**config.mk**
```make
export PLATFORM = sky130hd
export DESIGN_NAME = unaligned_splitter
export DESIGN_NICKNAME = d
export VERILOG_FILES = /design/src/rtl/usplit_pkg.sv /design/src/rtl/usplit_align_chk.sv /design/src/rtl/usplit_lane_map.sv /design/src/rtl/usplit_load_merge.sv /design/src/rtl/unaligned_splitter.sv
export SDC_FILE = /design/constraint.sdc
export NUM_CORES = 1
export LEC_CHECK = 0
export ABC_AREA = 1
export BUFFER_PORTS_ARGS = -buffer_cell sky130_fd_sc_hd__buf_2
export CORE_MARGIN = 5
export CORE_UTILIZATION = 41
export DETAILED_ROUTE_END_ITERATION = 10
export HOLD_SLACK_MARGIN = 0.05
export PLACE_DENSITY_LB_ADDON = 0.2
export SLEW_MARGIN = 30
export SYNTH_ARGS = -nofsm -noshare
export SYNTH_HDL_FRONTEND = slang
export SYNTH_HIERARCHICAL = 1
export SYNTH_SLANG_ARGS = --single-unit
```
**constraint.sdc**
```tcl
create_clock -name clk -period 2.95 [get_ports clk]
set_input_delay 0.295 -clock clk [delete_from_list [all_inputs] [get_ports clk]]
set_output_delay 0.295 -clock clk [all_outputs]
set_load 0.05 [all_outputs]
```
**src/rtl/usplit_pkg.sv**
```systemverilog
package usplit_pkg;
  typedef enum logic [1:0] {SZ_B = 2'd0, SZ_H = 2'd1, SZ_W = 2'd2, SZ_D = 2'd3} acc_size_e;
  typedef enum logic [1:0] {K_PLAIN = 2'd0, K_GROUP = 2'd1, K_QUAD = 2'd2, K_SPARE = 2'd3} acc_kind_e;
  typedef enum logic [1:0] {ST_IDLE = 2'd0, ST_FIRST = 2'd1, ST_SECOND = 2'd2} split_st_e;
endpackage

```
**src/rtl/usplit_align_chk.sv**
```systemverilog
module usplit_align_chk
  import usplit_pkg::*;
(
  input  logic [3:0] addr_lo,
  input  logic [1:0] size,
  input  logic [1:0] kind,
  input  logic       ua_en,
  input  logic       strict,
  output logic       fault
);
  logic misal;
  logic kind_bad;

  always_comb begin
    unique case (acc_size_e'(size))
      SZ_B:    misal = 1'b0;
      SZ_H:    misal = addr_lo[0];
      SZ_W:    misal = |addr_lo[1:0];
      default: misal = |addr_lo[2:0];
    endcase
    unique case (acc_kind_e'(kind))
      K_GROUP: kind_bad = |addr_lo[1:0];
      K_QUAD:  kind_bad = |addr_lo[3:0];
      default: kind_bad = 1'b0;
    endcase
    fault = (misal && (strict || !ua_en)) || kind_bad;
  end
endmodule

```
**src/rtl/usplit_lane_map.sv**
```systemverilog
module usplit_lane_map #(
  parameter int DW = 64
) (
  input  logic [$clog2(DW/8)-1:0] off,
  input  logic [1:0]              size,
  input  logic [DW-1:0]           wdata,
  output logic [DW/8-1:0]         be_lo,
  output logic [DW/8-1:0]         be_hi,
  output logic [DW-1:0]           wd_lo,
  output logic [DW-1:0]           wd_hi,
  output logic                    split
);
  localparam int LANES = DW / 8;

  logic [3:0]         nbytes;
  logic [2*LANES-1:0] base;
  logic [2*LANES-1:0] span;
  logic [DW-1:0]      wmasked;
  logic [2*DW-1:0]    wide;

  always_comb begin
    nbytes = 4'd1 << size;
    base   = '0;
    for (int i = 0; i < LANES; i++) begin
      base[i] = (i < int'(nbytes));
    end
    for (int b = 0; b < LANES; b++) begin
      wmasked[8*b +: 8] = base[b] ? wdata[8*b +: 8] : 8'h00;
    end
    span  = base << off;
    wide  = {{DW{1'b0}}, wmasked} << {off, 3'b000};
    be_lo = span[LANES-1:0];
    be_hi = span[2*LANES-1:LANES];
    wd_lo = wide[DW-1:0];
    wd_hi = wide[2*DW-1:DW];
    split = |be_hi;
  end
endmodule

```
**src/rtl/usplit_load_merge.sv**
```systemverilog
module usplit_load_merge #(
  parameter int DW = 64
) (
  input  logic [$clog2(DW/8)-1:0] off,
  input  logic [1:0]              size,
  input  logic                    sgn,
  input  logic [DW-1:0]           lo_word,
  input  logic [DW-1:0]           hi_word,
  output logic [DW-1:0]           data
);
  localparam int LANES = DW / 8;

  logic [3:0]      nbytes;
  logic [2*DW-1:0] cat;
  logic            top_bit;

  always_comb begin
    nbytes  = 4'd1 << size;
    cat     = {hi_word, lo_word} >> {off, 3'b000};
    top_bit = 1'b0;
    for (int i = 0; i < LANES; i++) begin
      if (i == int'(nbytes) - 1) top_bit = cat[8*i+7];
    end
    for (int i = 0; i < LANES; i++) begin
      data[8*i +: 8] = (i < int'(nbytes)) ? cat[8*i +: 8] : {8{sgn & top_bit}};
    end
  end
endmodule

```
**src/rtl/unaligned_splitter.sv**
```systemverilog
module unaligned_splitter
  import usplit_pkg::*;
#(
  parameter int AW = 32,
  parameter int DW = 64
) (
  input  logic                             clk,
  input  logic                             rst,
  input  logic                             mode_unaligned_en,
  input  logic                             mode_strict,
  input  logic                             req_valid,
  output logic                             req_ready,
  input  logic                             req_write,
  input  logic                             req_signed,
  input  logic [1:0]                       req_size,
  input  logic [1:0]                       req_kind,
  input  logic [AW-1:0]                    req_addr,
  input  logic [DW-1:0]                    req_wdata,
  output logic                             bus_valid,
  output logic                             bus_write,
  output logic [AW-$clog2(DW/8)-1:0]       bus_addr,
  output logic [DW/8-1:0]                  bus_be,
  output logic [DW-1:0]                    bus_wdata,
  input  logic                             bus_ack,
  input  logic [DW-1:0]                    bus_rdata,
  output logic                             rsp_valid,
  output logic                             rsp_fault,
  output logic [DW-1:0]                    rsp_data
);
  localparam int LANES = DW / 8;
  localparam int OFFW  = $clog2(LANES);

  split_st_e         state;
  logic              chk_fault;
  logic [LANES-1:0]  be_lo, be_hi, r_be_hi;
  logic [DW-1:0]     wd_lo, wd_hi, r_wd_hi;
  logic              split, r_split;
  logic [OFFW-1:0]   r_off;
  logic [1:0]        r_size;
  logic              r_signed;
  logic [DW-1:0]     r_lo;
  logic [DW-1:0]     ld_data;
  logic [DW-1:0]     merge_lo;

  usplit_align_chk u_chk (
    .addr_lo (req_addr[3:0]),
    .size    (req_size),
    .kind    (req_kind),
    .ua_en   (mode_unaligned_en),
    .strict  (mode_strict),
    .fault   (chk_fault)
  );

  usplit_lane_map #(.DW(DW)) u_lanes (
    .off   (req_addr[OFFW-1:0]),
    .size  (req_size),
    .wdata (req_wdata),
    .be_lo (be_lo),
    .be_hi (be_hi),
    .wd_lo (wd_lo),
    .wd_hi (wd_hi),
    .split (split)
  );

  assign merge_lo = (state == ST_SECOND) ? r_lo : bus_rdata;

  usplit_load_merge #(.DW(DW)) u_merge (
    .off     (r_off),
    .size    (r_size),
    .sgn     (r_signed),
    .lo_word (merge_lo),
    .hi_word (bus_rdata),
    .data    (ld_data)
  );

  assign req_ready = (state == ST_IDLE);

  always_ff @(posedge clk) begin
    if (rst) begin
      state     <= ST_IDLE;
      bus_valid <= 1'b0;
      bus_write <= 1'b0;
      bus_addr  <= '0;
      bus_be    <= '0;
      bus_wdata <= '0;
      rsp_valid <= 1'b0;
      rsp_fault <= 1'b0;
      rsp_data  <= '0;
      r_be_hi   <= '0;
      r_wd_hi   <= '0;
      r_split   <= 1'b0;
      r_off     <= '0;
      r_size    <= '0;
      r_signed  <= 1'b0;
      r_lo      <= '0;
    end else begin
      rsp_valid <= 1'b0;
      unique case (state)
        ST_IDLE: begin
          if (req_valid) begin
            if (chk_fault) begin
              rsp_valid <= 1'b1;
              rsp_fault <= 1'b1;
              rsp_data  <= '0;
            end else begin
              bus_valid <= 1'b1;
              bus_write <= req_write;
              bus_addr  <= req_addr[AW-1:OFFW];
              bus_be    <= be_lo;
              bus_wdata <= wd_lo;
              r_be_hi   <= be_hi;
              r_wd_hi   <= wd_hi;
              r_split   <= split;
              r_off     <= req_addr[OFFW-1:0];
              r_size    <= req_size;
              r_signed  <= req_signed;
              state     <= ST_FIRST;
            end
          end
        end
        ST_FIRST: begin
          if (bus_ack) begin
            if (r_split) begin
              r_lo      <= bus_rdata;
              bus_addr  <= bus_addr + 1'b1;
              bus_be    <= r_be_hi;
              bus_wdata <= r_wd_hi;
              state     <= ST_SECOND;
            end else begin
              bus_valid <= 1'b0;
              rsp_valid <= 1'b1;
              rsp_fault <= 1'b0;
              rsp_data  <= bus_write ? '0 : ld_data;
              state     <= ST_IDLE;
            end
          end
        end
        default: begin
          if (bus_ack) begin
            bus_valid <= 1'b0;
            rsp_valid <= 1'b1;
            rsp_fault <= 1'b0;
            rsp_data  <= bus_write ? '0 : ld_data;
            state     <= ST_IDLE;
          end
        end
      endcase
    end
  end
endmodule


```
==> flow_summary_export.csv, run 1 <==
group,metric,value,unit
status,status,"finished, final reports clean",
setup_path,r2r_cells,12,
yosys,yosysSeqAreaShare,0.315,
setup_path,worst_path_largest_cell_delay,470,ps
sta,setup_viol,0,
place,gp_congestion,0.946,
pwr,p_per_area,593,nW/µm²
setup_path,r2r_end,"rsp_data[3]$_SDFFE_PP0P_",
sta,slew_headroom,0.373,
drt,wl_met2,35.9,mm
floorplan,start_util,0.416,
min_path,min_path_cells,3,
grt,antenna_found_initial,7,
yosys,synthTopCellsByArea,"dfxtp_1 (31%), nand2_1 (15%), o21ai_0 (10%)",
yosys,synth_top_cell_by_area,"dfxtp_1",
sta,tightest_slew,941,ps
cts,post_cts_buffers,0,
min_path,worst_hold_path_type,"primary input to flop",
setup_path,crit_chain,"inv_2 -> nand2_2 -> buf_12 -> buf_12 -> mux2_2 -> inv_1 -> o21ai_0 -> o21ai_0 -> o21ai_0 -> buf_4 -> a21oi_1 -> nor2_1",
pwr,leakagePower,11.1,nW
yosys,ys_ff_latch,314,
floorplan,die_w,231,µm
drt,top_layer,"met5",
sta,fin_setup_tns,0,ps
yosys,synth_enable_flop_cells,0,
setup_path,cp-end-kind,"flop",
finish,drive_gt1_frac,0.166,
drt,wl_met3,7.62,mm
drt,wl,81.5,mm
drt,ant_nets,0,
drt,wl_met1,34.8,mm
grt,grt_pass1_vias,20850,
setup_path,crit_path_start_kind,"flop",
drt,drc,0,
yosys,yosysTopAreaCellShare,0.315,
pwr,ir_drop,0.456,mV
setup_path,critPathMaxFanout,30,
cts,cts_resized,0,
min_path,holdPathEnd,"r_lo[56]$_SDFFE_PP0P_",
grt,grt_pass1_wl,123,mm
floorplan,rows,80,
sta,rsz0062_at_grt,"false",
sta,clock_skew,37.3,ps
finish,stdcell_count,4126,
setup_path,worstPathRequired,3390,ps
sta,max_freq,0.383,GHz
cts,cts.clk_slew.worst_paths,60,ps
finish,nets,3654,
place,hpwl,57.7,mm
setup_path,crit_top_cell,"o21ai_0",
cts,cts_max_path_buffers,3,
yosys,async_flop_share,0,
setup_path,timing.rr.start,"state[0]$_SDFFE_PP0P_",
cts,root_buffer,"clkbuf_16",
drt,vias,22964,
finish,mostFrequentLayoutCell,"nand2_1",
setup_path,slowest_stage,"dfxtp_1",
cts,clk_latency,570,ps
yosys,syn_inst,3240,
cts,cts_sinks,314,
place,portBuffers,341,
drt,wire_per_inst,19.7,µm
cts,cts_tree,"yes",
finish,area_growth,18.8,%
grt,gr-total-overflow,0,
floorplan,dieArea,53200,µm²
finish,nFillCells,5109,
cts,cts_buffers,40,
floorplan,die_h,231,µm
floorplan,coreArea,47900,µm²
yosys,synth_area,20000,µm²
setup_path,crit_type,"flop to flop",
sta,finalHoldViolations,0,
grt,grt_start_max_net_pins,106,
min_path,min_from,"bus_rdata[56]",
sta,fin_crit,2610,ps
place,dp.cells,4000,
drt,viasPerCell,5.57,
floorplan,ios,342,
sta,finalCritPeriodShare,0.885,
cts,htreeDepth,2,
drt,drt_iter0_drc,2350,
drt,first_pass_iters,6,
setup_path,critPathArrivalTime,3050,ps
finish,multiInputGateArea,11900,µm²
finish,layout_common_cells,"nand2_1 (822), nor2_1 (518), o21ai_0 (400)",
grt,grtUsageTotal,0.290,
yosys,syn_area_per_cell,6.16,µm²
yosys,ys_types,41,
finish,seq_area,6290,µm²
setup_path,rrSetupSlack,340,ps
sta,slew_viol_final,0,
yosys,yosys_warnings,6,
flow_run,maxCapViolCount,0,
yosys,synthFlopType,"dfxtp_1",
-- where the power goes --
group | internal, W | switching, W | total [W]
Sequential | 0.00462 | 0.000280 | 0.00490
Combinational | 0.00110 | 0.00299 | 0.00409
Clock | 0.00305 | 0.00202 | 0.00507
Total | 0.00877 | 0.00528 | 0.0141
-- per-layer routing --
metal  vias up  global-route usage
met4        12               0.103
met3       154              0.0646
met2      1062               0.451
met5         -                   0
li1      11213                   -
met1     10523               0.397
-- final cells by class --
cell class	instances	share of cell area
Multi-Input combinational cell	2535	0.503
Sequential cell	314	0.265
Clock buffer	54	0.0478
Clock inverter	17	0.00854
Tap cell	615	0.0324
Antenna cell	3	0.000316
Inverter	136	0.0218
Timing Repair Buffer	452	0.120
-- cells in the mapped netlist (25+ instances only) --
cell type,n
nand2_1,824
nor2_1,520
o21ai_0,400
dfxtp_1,314
nand3_1,292
a21oi_1,159
clkbuf_1,135
inv_1,126
a31oi_1,74
buf_2,73
mux2_2,64
o21ai_1,46
o211ai_1,45
buf_4,25
-- kinds of logic after synthesis --
group                      synth area share
adders and majority gates           0.00188
muxes                                0.0481
other                              0.000188
AOI/OAI and AO/OA                     0.201
DFF                                   0.315
xor gates and xnor gates           0.000439
buffers and inverters                0.0899
and+or+nand+nor                       0.344
-- through the flow --
stage                     worst slack [ps]  power [W]  hold WS, ps   util  cell area (µm²)
after floorplan                        561    0.00774          424      -            20000
after global placement                 390    0.00895          433  0.456            21900
after detailed placement               352    0.00895          435  0.456            21900
after CTS                              349     0.0141         52.4  0.495            23700
after global routing                  82.7     0.0147         71.1  0.495            23700
final                                  341     0.0141         77.6  0.495            23700
-- worst max-delay path, delay by kind of cell (launching register included) --
kind | cells | cell delay [ps]
buffers and inverters | 5 | 820
AOI/OAI and AO/OA | 4 | 670
DFF | 1 | 470
muxes | 1 | 350
and+or+nand+nor | 2 | 140
-- what timing repair did --
action | CTS | global route
endpoints found under the setup margin | 0 | 0
hold buffers | 52 | 0
endpoints found under the hold margin | 52 | 0
-- sequential cells by signal, summed over array words and instances, names as in the netlist --
name,flops
bus_wdata,64
r_lo,64
r_wd_hi,64
rsp_data,64
bus_addr,29
bus_be,8
r_be_hi,8
r_off,3
r_size,2
state,2
bus_valid,1
bus_write,1
r_signed,1
r_split,1
rsp_fault,1
rsp_valid,1
-- worst max path at each step --
stage,from,endpoint,cells past startpoint
finish,state[0]$_SDFFE_PP0P_,rsp_data[3]$_SDFFE_PP0P_,12
floorplan,state[0]$_SDFFE_PP0P_,rsp_data[19]$_SDFFE_PP0P_,15
CTS,state[0]$_SDFFE_PP0P_,rsp_data[3]$_SDFFE_PP0P_,12
global placement,state[0]$_SDFFE_PP0P_,rsp_data[54]$_SDFFE_PP0P_,16
detailed placement,state[0]$_SDFFE_PP0P_,rsp_data[3]$_SDFFE_PP0P_,12
global route,state[0]$_SDFFE_PP0P_,rsp_data[47]$_SDFFE_PP0P_,16
(Power assumes the default switching activity.)
==> inputs of run 2 (changes only) <==
- RECOVER_POWER: not set -> 50
==> run 2 against run 1 <==
  * Sequential power about the same
  * Final area decreased by 0.99%
  * First-iteration DRC count increased by 8.6%
  * Register-to-register slack improved by 40 ps
  * Final cell count unchanged
  * Clock skew decreased by 0.72 ps
  * Largest cell class unchanged
==> flow_summary_export.csv, run 2 (synthesis gave the netlist of run 1 again) <==
group,metric,value,unit
drt,drt_iter0_drc,2553,
place,portBuffers,341,
pwr,clkPwrFrac,0.362,
setup_path,r2r_cells,16,
grt,antenna_found_initial,7,
cts,cts_buffers,40,
pwr,p_int,0.00870,W
grt,grt_start_max_net_pins,106,
pwr,ir_drop,0.448,mV
sta,setup_viol,0,
drt,first_pass_iters,6,
min_path,min_from,"bus_rdata[56]",
min_path,min_path_cells,3,
sta,tightest_slew,1480,ps
sta,finalHoldViolations,0,
cts,cts_tree,"yes",
sta,slew_headroom,0.0151,
setup_path,crit_path_start_kind,"flop",
sta,fin_setup_tns,0,ps
sta,fin_crit,2570,ps
status,status,"finished, final reports clean",
sta,clock_skew,36.6,ps
finish,layout_common_cells,"nand2_1 (822), nor2_1 (520), o21ai_0 (400)",
pwr,pwr-share-comb,0.287,
setup_path,critPathArrivalTime,3000,ps
setup_path,crit_type,"flop to flop",
drt,ant_nets,0,
place,hpwl,57.7,mm
setup_path,r2r_end,"rsp_data[47]$_SDFFE_PP0P_",
drt,wl,81.6,mm
floorplan,die_w,231,µm
sta,finalCritPeriodShare,0.870,
flow_run,maxCapViolCount,0,
sta,slew_viol_final,0,
pwr,p_switching,0.00529,W
pwr,leakagePower,10.4,nW
drt,drc,0,
setup_path,cp-end-kind,"flop",
setup_path,worstPathRequired,3390,ps
grt,grtUsageTotal,0.290,
cts,cts_max_path_buffers,3,
cts,cts.clk_slew.worst_paths,60,ps
floorplan,die_h,231,µm
grt,grt_pass1_vias,20850,
finish,area_growth,17.7,%
sta,max_freq,0.389,GHz
floorplan,ios,342,
cts,cts_sinks,314,
pwr,p_per_area,596,nW/µm²
drt,viasPerCell,5.55,
setup_path,critPathMaxFanout,32,
pwr,seqPwrFrac,0.351,
finish,nets,3654,
floorplan,start_util,0.416,
grt,grt_pass1_wl,123,mm
min_path,holdPathEnd,"r_lo[56]$_SDFFE_PP0P_",
sta,setup_ws,383,ps
cts,root_buffer,"clkbuf_16",
min_path,worst_hold_path_type,"primary input to flop",
finish,stdcell_count,4126,
place,gp_congestion,0.946,
cts,htreeDepth,2,
setup_path,rrSetupSlack,380,ps
floorplan,dieArea,53200,µm²
place,dp.cells,4000,
sta,rsz0062_at_grt,"false",
floorplan,rows,80,
floorplan,coreArea,47900,µm²
cts,clk_latency,570,ps
setup_path,timing.rr.start,"state[0]$_SDFFE_PP0P_",
pwr,p_sw_frac,0.378,
finish,mostFrequentLayoutCell,"nand2_1",
grt,gr-total-overflow,0,
drt,vias,22888,
drt,wire_per_inst,19.8,µm
place,dpl_worst_slack,352,ps
cts,cts_resized,0,
pwr,total_power,0.0140,W
finish,drive_gt1_frac,0.116,
-- run 2: cell count changes in the layout (fill, tap and decap cells not counted), sizes merged --
| cell | change |
|---|---|
| buf | -173 |
| clkbuf | +173 |
-- run 2: how the worst max path moves through the flow --
stage	start	endpoint	slack, ps	depth (start not counted)
final	state[0]$_SDFFE_PP0P_	rsp_data[47]$_SDFFE_PP0P_	380	16
after global routing	state[0]$_SDFFE_PP0P_	rsp_data[47]$_SDFFE_PP0P_	110	16
after CTS	state[0]$_SDFFE_PP0P_	rsp_data[3]$_SDFFE_PP0P_	350	12
after detailed placement	state[0]$_SDFFE_PP0P_	rsp_data[3]$_SDFFE_PP0P_	350	12
after global placement	state[0]$_SDFFE_PP0P_	rsp_data[54]$_SDFFE_PP0P_	390	16
after floorplan	state[0]$_SDFFE_PP0P_	rsp_data[19]$_SDFFE_PP0P_	560	15
-- run 2: area by class of cell --
cell class              count  area (µm²)
fillers                  5214       24500
multi-input cells        2535       11900
flip-flops and latches    314        6290
repair buffers            452        2640
clock buffers              54        1130
well taps                 615         769
inverters                 136         518
clock inverters            17         203
diodes                      3        7.51
-- run 2: power groups by stage --
| stage | Combinational (W) | Clock [W] | Sequential, W |
|---|---|---|---|
| floorplan | 0.00195 | 0 | 0.00579 |
| global route | 0.00433 | 0.00533 | 0.00495 |
| detailed placement | 0.00396 | 0 | 0.00498 |
| CTS | 0.00404 | 0.00516 | 0.00490 |
| finish | 0.00401 | 0.00507 | 0.00491 |
| global placement | 0.00397 | 0 | 0.00498 |
-- run 2: what timing repair did --
action / CTS / global route
setup buffers: 0 / 0
hold endpoints to repair: 52 / 0
hold buffers: 52 / 0
-- run 2: worst max-delay path: stages, from the launching register on --
cell,delay (ps)
dfxtp_1,470
inv_2,70
nand2_2,80
buf_12,200
mux2_2,370
nand2_1,90
nand3_1,100
nand3_1,120
nand2_1,80
nand2_1,70
nand2_1,50
inv_1,80
nand2_4,80
nand3_4,280
nand2_1,90
a21oi_1,150
nor2_1,60
-- run 2: metrics by stage --
step	utilization	cell area [µm²]	hold WS (ps)
floorplan	-	20000	424
global placement	0.456	21900	433
finish	0.490	23500	79.2
CTS	0.495	23700	52.4
global route	0.490	23500	71.1
detailed placement	0.456	21900	435
-- run 2: per-layer routing --
metal / part of all wire / vias up / GRT usage
met5: 0.00091 / - / 0
met4: 0.041 / 12 / 0.103
met3: 0.091 / 163 / 0.0646
met2: 0.44 / 1031 / 0.451
met1: 0.43 / 10479 / 0.397
li1: - / 11203 / -
